$ cat config.mk
export PLATFORM = sky130hd
export DESIGN_NAME = exec_cycle_counter
export DESIGN_NICKNAME = d
export VERILOG_FILES = /design/src/rtl/ecc_pkg.sv /design/src/rtl/ecc_mode_reg.sv /design/src/rtl/ecc_event_sel.sv /design/src/rtl/ecc_count_fsm.sv /design/src/rtl/exec_cycle_counter.sv
export SDC_FILE = /design/constraint.sdc
export NUM_CORES = 1
export LEC_CHECK = 0
export BUFFER_PORTS_ARGS = -buffer_cell sky130_fd_sc_hd__buf_2
export CORE_AREA = 8 8 77 79
export DETAILED_ROUTE_END_ITERATION = 8
export DIE_AREA = 0 0 85 87
export PLACE_DENSITY_LB_ADDON = 0.08
export SYNTH_ARGS = -nofsm -noshare
export SYNTH_HDL_FRONTEND = slang
export SYNTH_SLANG_ARGS = --single-unit
$ cat constraint.sdc
create_clock -name clk -period 3.5 [get_ports clk]
set_input_delay 0 -clock clk [delete_from_list [all_inputs] [get_ports clk]]
set_output_delay 0 -clock clk [all_outputs]
set_load 0.005 [all_outputs]
$ cat src/rtl/ecc_pkg.sv
package ecc_pkg;

    typedef enum logic [1:0] {
        ST_HALTED    = 2'd0,
        ST_COUNTING  = 2'd1,
        ST_SATURATED = 2'd2
    } ecc_state_e;

    typedef enum logic {
        SRC_BUS  = 1'b0,
        SRC_TIME = 1'b1
    } ecc_src_e;

endpackage

$ cat src/rtl/ecc_mode_reg.sv
module ecc_mode_reg
    import ecc_pkg::*;
(
    input  logic     clk,
    input  logic     rst_n,
    input  logic     wr_en,
    input  logic     wr_src_time,
    input  logic     wr_per_run,
    output ecc_src_e src_q,
    output logic     per_run_q,
    output logic     mode_change
);

    always_comb begin
        mode_change = wr_en && ((wr_src_time != src_q) || (wr_per_run != per_run_q));
    end

    always_ff @(posedge clk or negedge rst_n) begin
        if (!rst_n) begin
            src_q     <= SRC_BUS;
            per_run_q <= 1'b0;
        end else if (wr_en) begin
            src_q     <= ecc_src_e'(wr_src_time);
            per_run_q <= wr_per_run;
        end
    end

endmodule

$ cat src/rtl/ecc_event_sel.sv
module ecc_event_sel
    import ecc_pkg::*;
(
    input  ecc_src_e src_sel,
    input  logic     us_tick,
    input  logic     bus_strobe,
    input  logic     cpu_running,
    output logic     count_evt
);

    always_comb begin
        unique case (src_sel)
            SRC_TIME: count_evt = cpu_running && us_tick;
            SRC_BUS:  count_evt = cpu_running && bus_strobe;
            default:  count_evt = 1'b0;
        endcase
    end

endmodule

$ cat src/rtl/ecc_count_fsm.sv
module ecc_count_fsm
    import ecc_pkg::*;
#(
    parameter int CNT_W = 31
) (
    input  logic             clk,
    input  logic             rst_n,
    input  logic             clr_evt,
    input  logic             count_evt,
    input  logic             cpu_running,
    output logic [CNT_W-1:0] count_q,
    output logic             ovf
);

    localparam logic [CNT_W-1:0] CNT_MAX = '1;
    localparam logic [CNT_W-1:0] CNT_ONE = {{(CNT_W-1){1'b0}}, 1'b1};

    ecc_state_e       state_q, state_d;
    logic [CNT_W-1:0] count_d;
    logic             at_max;
    logic             inc_ok;

    assign at_max = (count_q == CNT_MAX);
    assign inc_ok = count_evt && (state_q != ST_SATURATED);

    // state register
    always_ff @(posedge clk or negedge rst_n) begin
        if (!rst_n) begin
            state_q <= ST_HALTED;
        end else begin
            state_q <= state_d;
        end
    end

    // next state
    always_comb begin
        state_d = state_q;
        if (clr_evt) begin
            state_d = cpu_running ? ST_COUNTING : ST_HALTED;
        end else begin
            unique case (state_q)
                ST_HALTED: begin
                    if (inc_ok && at_max)  state_d = ST_SATURATED;
                    else if (cpu_running)  state_d = ST_COUNTING;
                end
                ST_COUNTING: begin
                    if (inc_ok && at_max)  state_d = ST_SATURATED;
                    else if (!cpu_running) state_d = ST_HALTED;
                end
                ST_SATURATED: state_d = ST_SATURATED;
                default:      state_d = ST_HALTED;
            endcase
        end
    end

    // count datapath
    always_comb begin
        count_d = count_q;
        if (clr_evt) begin
            count_d = '0;
        end else if (inc_ok && !at_max) begin
            count_d = count_q + CNT_ONE;
        end
    end

    always_ff @(posedge clk or negedge rst_n) begin
        if (!rst_n) begin
            count_q <= '0;
        end else begin
            count_q <= count_d;
        end
    end

    // outputs
    always_comb begin
        ovf = (state_q == ST_SATURATED);
    end

    AST_HALT_HOLD: assert property (@(posedge clk) disable iff (!rst_n)
        (!cpu_running && !clr_evt) |=> $stable(count_q));
    AST_STEP_ONE: assert property (@(posedge clk) disable iff (!rst_n)
        (count_evt && !clr_evt && !ovf && !at_max) |=> (count_q == $past(count_q) + CNT_ONE));
    AST_SAT_STICKY: assert property (@(posedge clk) disable iff (!rst_n)
        (ovf && !clr_evt) |=> (ovf && count_q == CNT_MAX));
    AST_CLEAR_WINS: assert property (@(posedge clk) disable iff (!rst_n)
        clr_evt |=> (count_q == '0 && !ovf));
    AST_OVF_ONLY_AT_MAX: assert property (@(posedge clk) disable iff (!rst_n)
        $rose(ovf) |-> (count_q == CNT_MAX));

endmodule

$ cat src/rtl/exec_cycle_counter.sv
module exec_cycle_counter
    import ecc_pkg::*;
#(
    parameter int CNT_W = 31
) (
    input  logic             clk,
    input  logic             rst_n,
    input  logic             us_tick,
    input  logic             bus_strobe,
    input  logic             cpu_running,
    input  logic             run_start,
    input  logic             cpu_reset,
    input  logic             cfg_we,
    input  logic             cfg_src_time,
    input  logic             cfg_clear_per_run,
    output logic [CNT_W-1:0] count_value,
    output logic             count_overflow
);

    ecc_src_e src_q;
    logic     per_run_q;
    logic     mode_change;
    logic     count_evt;
    logic     clr_evt;

    ecc_mode_reg u_mode (
        .clk         (clk),
        .rst_n       (rst_n),
        .wr_en       (cfg_we),
        .wr_src_time (cfg_src_time),
        .wr_per_run  (cfg_clear_per_run),
        .src_q       (src_q),
        .per_run_q   (per_run_q),
        .mode_change (mode_change)
    );

    ecc_event_sel u_evt (
        .src_sel     (src_q),
        .us_tick     (us_tick),
        .bus_strobe  (bus_strobe),
        .cpu_running (cpu_running),
        .count_evt   (count_evt)
    );

    assign clr_evt = cpu_reset || mode_change || (run_start && per_run_q);

    ecc_count_fsm #(.CNT_W(CNT_W)) u_cnt (
        .clk         (clk),
        .rst_n       (rst_n),
        .clr_evt     (clr_evt),
        .count_evt   (count_evt),
        .cpu_running (cpu_running),
        .count_q     (count_value),
        .ovf         (count_overflow)
    );

    AST_MODE_CLEAR: assert property (@(posedge clk) disable iff (!rst_n)
        (cfg_we && (cfg_src_time != src_q)) |=> (count_value == '0 && !count_overflow));
    AST_RESET_CLEAR: assert property (@(posedge clk) disable iff (!rst_n)
        cpu_reset |=> (count_value == '0 && !count_overflow));
    AST_PERRUN_CLEAR: assert property (@(posedge clk) disable iff (!rst_n)
        (run_start && per_run_q) |=> (count_value == '0));
    AST_HOLD_NO_CLEAR: assert property (@(posedge clk) disable iff (!rst_n)
        (run_start && !per_run_q && !cpu_reset && !cfg_we && !cpu_running) |=> $stable(count_value));

endmodule

==> impl_metrics.json <==
{
  "fin_util": 0.508,
  "final_area_sq_um": 2460,
  "synth_area_sq_um": 2070,
  "wl_um": 5320,
  "postCtsHoldBufs": 6,
  "hold_viol": 0,
  "tightest_slew_ps": 809,
  "r2r-start": "u_cnt.count_q[23]",
  "drc": 0,
  "root_buffer": "clkbuf_8",
  "holdPathEnd": "u_cnt.count_q[7]",
  "rsz0062_at_grt": "false",
  "path_class": "register to register",
  "max_cap_violations": 0,
  "power_density_nw_per_um2": 343,
  "seq_area_frac_synth": 0.424,
  "place_inst": 301,
  "via_per_inst": 5.97,
  "rows": 26,
  "whs_ps": 62.3,
  "dpl_cell_area_sq_um": 2280,
  "clock_path_buffers": 2,
  "synth_cells": 212,
  "dr.pass1.iters": 4,
  "arrival_ps": 2390,
  "antenna_cells": 0,
  "rrSetupSlack_ps": 1250,
  "power.leakage_nw": 1.06,
  "required_ps": 3640,
  "cts_tree": "built",
  "drt_iter0_drc": 109,
  "async_flop_share": 1.00,
  "vias": 1882,
  "ys_seq_elements": 35,
  "finalMaxSlewViolations": 0,
  "cts.htree.levels": 2,
  "hp-class": "input port to register",
  "min_period_ps": 2250,
  "path_cells": "nand4_2, or4_1, nor3_4, or4_1, a21oi_1",
  "holdCritStartpoint": "cpu_reset",
  "grt_pass1_wl_um": 8880,
  "start_util": 0.426,
  "place_ws_ps": 1230,
  "clkTransAtPathRegs_ps": 80,
  "max_stage_delay_ps": 740,
  "hold_path_depth": 3,
  "stdcell_count": 315,
  "synth_most_common_cell": "dfrtp_1",
  "antenna_found_initial": 0,
  "period_share": 0.642,
  "die_w_um": 85,
  "die_area_sq_um": 7400,
  "cp_top_family": "simple AND/OR/NAND/NOR gates",
  "post-dp-hpwl_um": 3830,
  "drive_gt1_frac": 0.255,
  "setup_ws_ps": 1250,
  "core-area_sq_um": 4850,
  "synth_top_area_frac": 0.424,
  "grt_max_degree": 36,
  "finalSetupViolCount": 0,
  "peakVddDrop_mv": 0.188,
  "antenna_left": 0,
  "cts_buffers": 5,
  "r2r-end": "u_cnt.count_q[11]",
  "maxSlewHeadroom": 0.461,
  "rr_worst_depth": 5,
  "power_mw": 0.845,
  "cp_max_fo": 14,
  "synth_edf_count": 0,
  "die_h_um": 87,
  "worstSkewPairLatency_ps": 290,
  "cp_num_buf_inv": 0,
  "path_common_cell": "or4_1",
  "port_buffers": 41,
  "routedWlPerCell_um": 16.9,
  "synthTopCellsByArea": "dfrtp_1, a21oi_1, or4_1",
  "syn_avg_cell_area_sq_um": 9.74,
  "layout.nets": 269,
  "outcome": "finished clean",
  "syn_to_final_growth_pct": 19.1,
  "clock_sinks": 35,
  "grtUsageTotal": 0.150,
  "finalSetupTns_ps": 0,
  "yosysWarningCount": 0,
  "gp_congestion": 0.775,
  "synth_commonest_cells": "dfrtp_1, a21oi_1, nand3_1",
  "clock.fmax_mhz": 445,
  "syn-num-nets": 223,
  "skew_ps": 9.18,
  "cp_slowest_cell": "or4_1",
  "io_pins": 42,
  "first_global_vias": 1853,
  "cp-end-kind": "register",
  "synth_cell_types": 49,
  "grt-ovfl-total": 0,
  "post-cts-setup-buffer-count": 0,
  "ys.flop_type": "dfrtp_1",
  "start_kind": "register",
  "synth_top_area_cell": "dfrtp_1",
  "ctsResizeCount": 0
}
## placed cells by master (no fill, tap or decap), types with 7 or more instances in the layout
cell type / count
o31ai_1: 11
buf_2: 41
nand3_1: 19
or3_1: 7
dfrtp_1: 35
a21oi_1: 21
o21ai_0: 7
nor2_1: 8
nand2_1: 15
or4_1: 14
nand4_1: 7
## layer usage
metal,vias up,GRT usage,wire [um]
met4,0,0.0485,63
met1,915,0.190,2590
met2,37,0.239,2410
li1,924,-,-
met3,6,0.0415,258
met5,-,0,0
## cells by family (layout without fill, tap and decap cells)
logic type,after synthesis,after routing,synth area share
adder cells (fa/ha/maj),1,1,0.00606
flip-flops,35,35,0.424
XOR/XNOR,4,4,0.0170
buffers and inverters,14,61,0.0424
multiplexers,3,3,0.0164
AO/OA/AOI/OAI,60,60,0.211
AND/OR/NAND/NOR,95,95,0.283
## worst max-delay path by stage
stage / slack, ps / cells after the start / endpoint / from
global route: 1060 / 5 / u_cnt.count_q[15] / u_cnt.count_q[23]
global placement: 1300 / 5 / u_cnt.count_q[15] / u_cnt.count_q[23]
floorplan: 1470 / 6 / u_cnt.count_q[16] / u_cnt.count_q[0]
finish: 1250 / 5 / u_cnt.count_q[11] / u_cnt.count_q[23]
detailed placement: 1230 / 5 / u_cnt.count_q[11] / u_cnt.count_q[23]
CTS: 1240 / 5 / u_cnt.count_q[11] / u_cnt.count_q[24]
## report_power, final
group	leakage (nW)	total [mW]	switching [mW]	internal, mW
logic	0.516	0.0583	0.0356	0.0227
registers	0.482	0.411	0.00303	0.408
clock network	0.0612	0.376	0.145	0.230
total	1.06	0.845	0.184	0.661
## cell type report
type	count	area, sq um
Sequential cell	35	876
Tap cell	56	70.1
Multi-Input combinational cell	163	1100
Inverter	4	15.0
Fill cell	465	2390
Clock inverter	2	35.0
Timing Repair Buffer	49	280
Clock buffer	6	82.6
## worst register-to-register path: cells and delay by family (launching register included)
| family | cells | cell delay (ps) |
|---|---|---|
| simple gates | 4 | 1600 |
| flops | 1 | 450 |
| compound gates | 1 | 60 |
## state kept, by name (all words and copies together), names as in the netlist
signal / cells
u_cnt.state_q: 2
u_cnt.count_q: 31
u_mode.src_q: 1
u_mode.per_run_q: 1
Note: power is estimated with default switching activity, not from simulation.
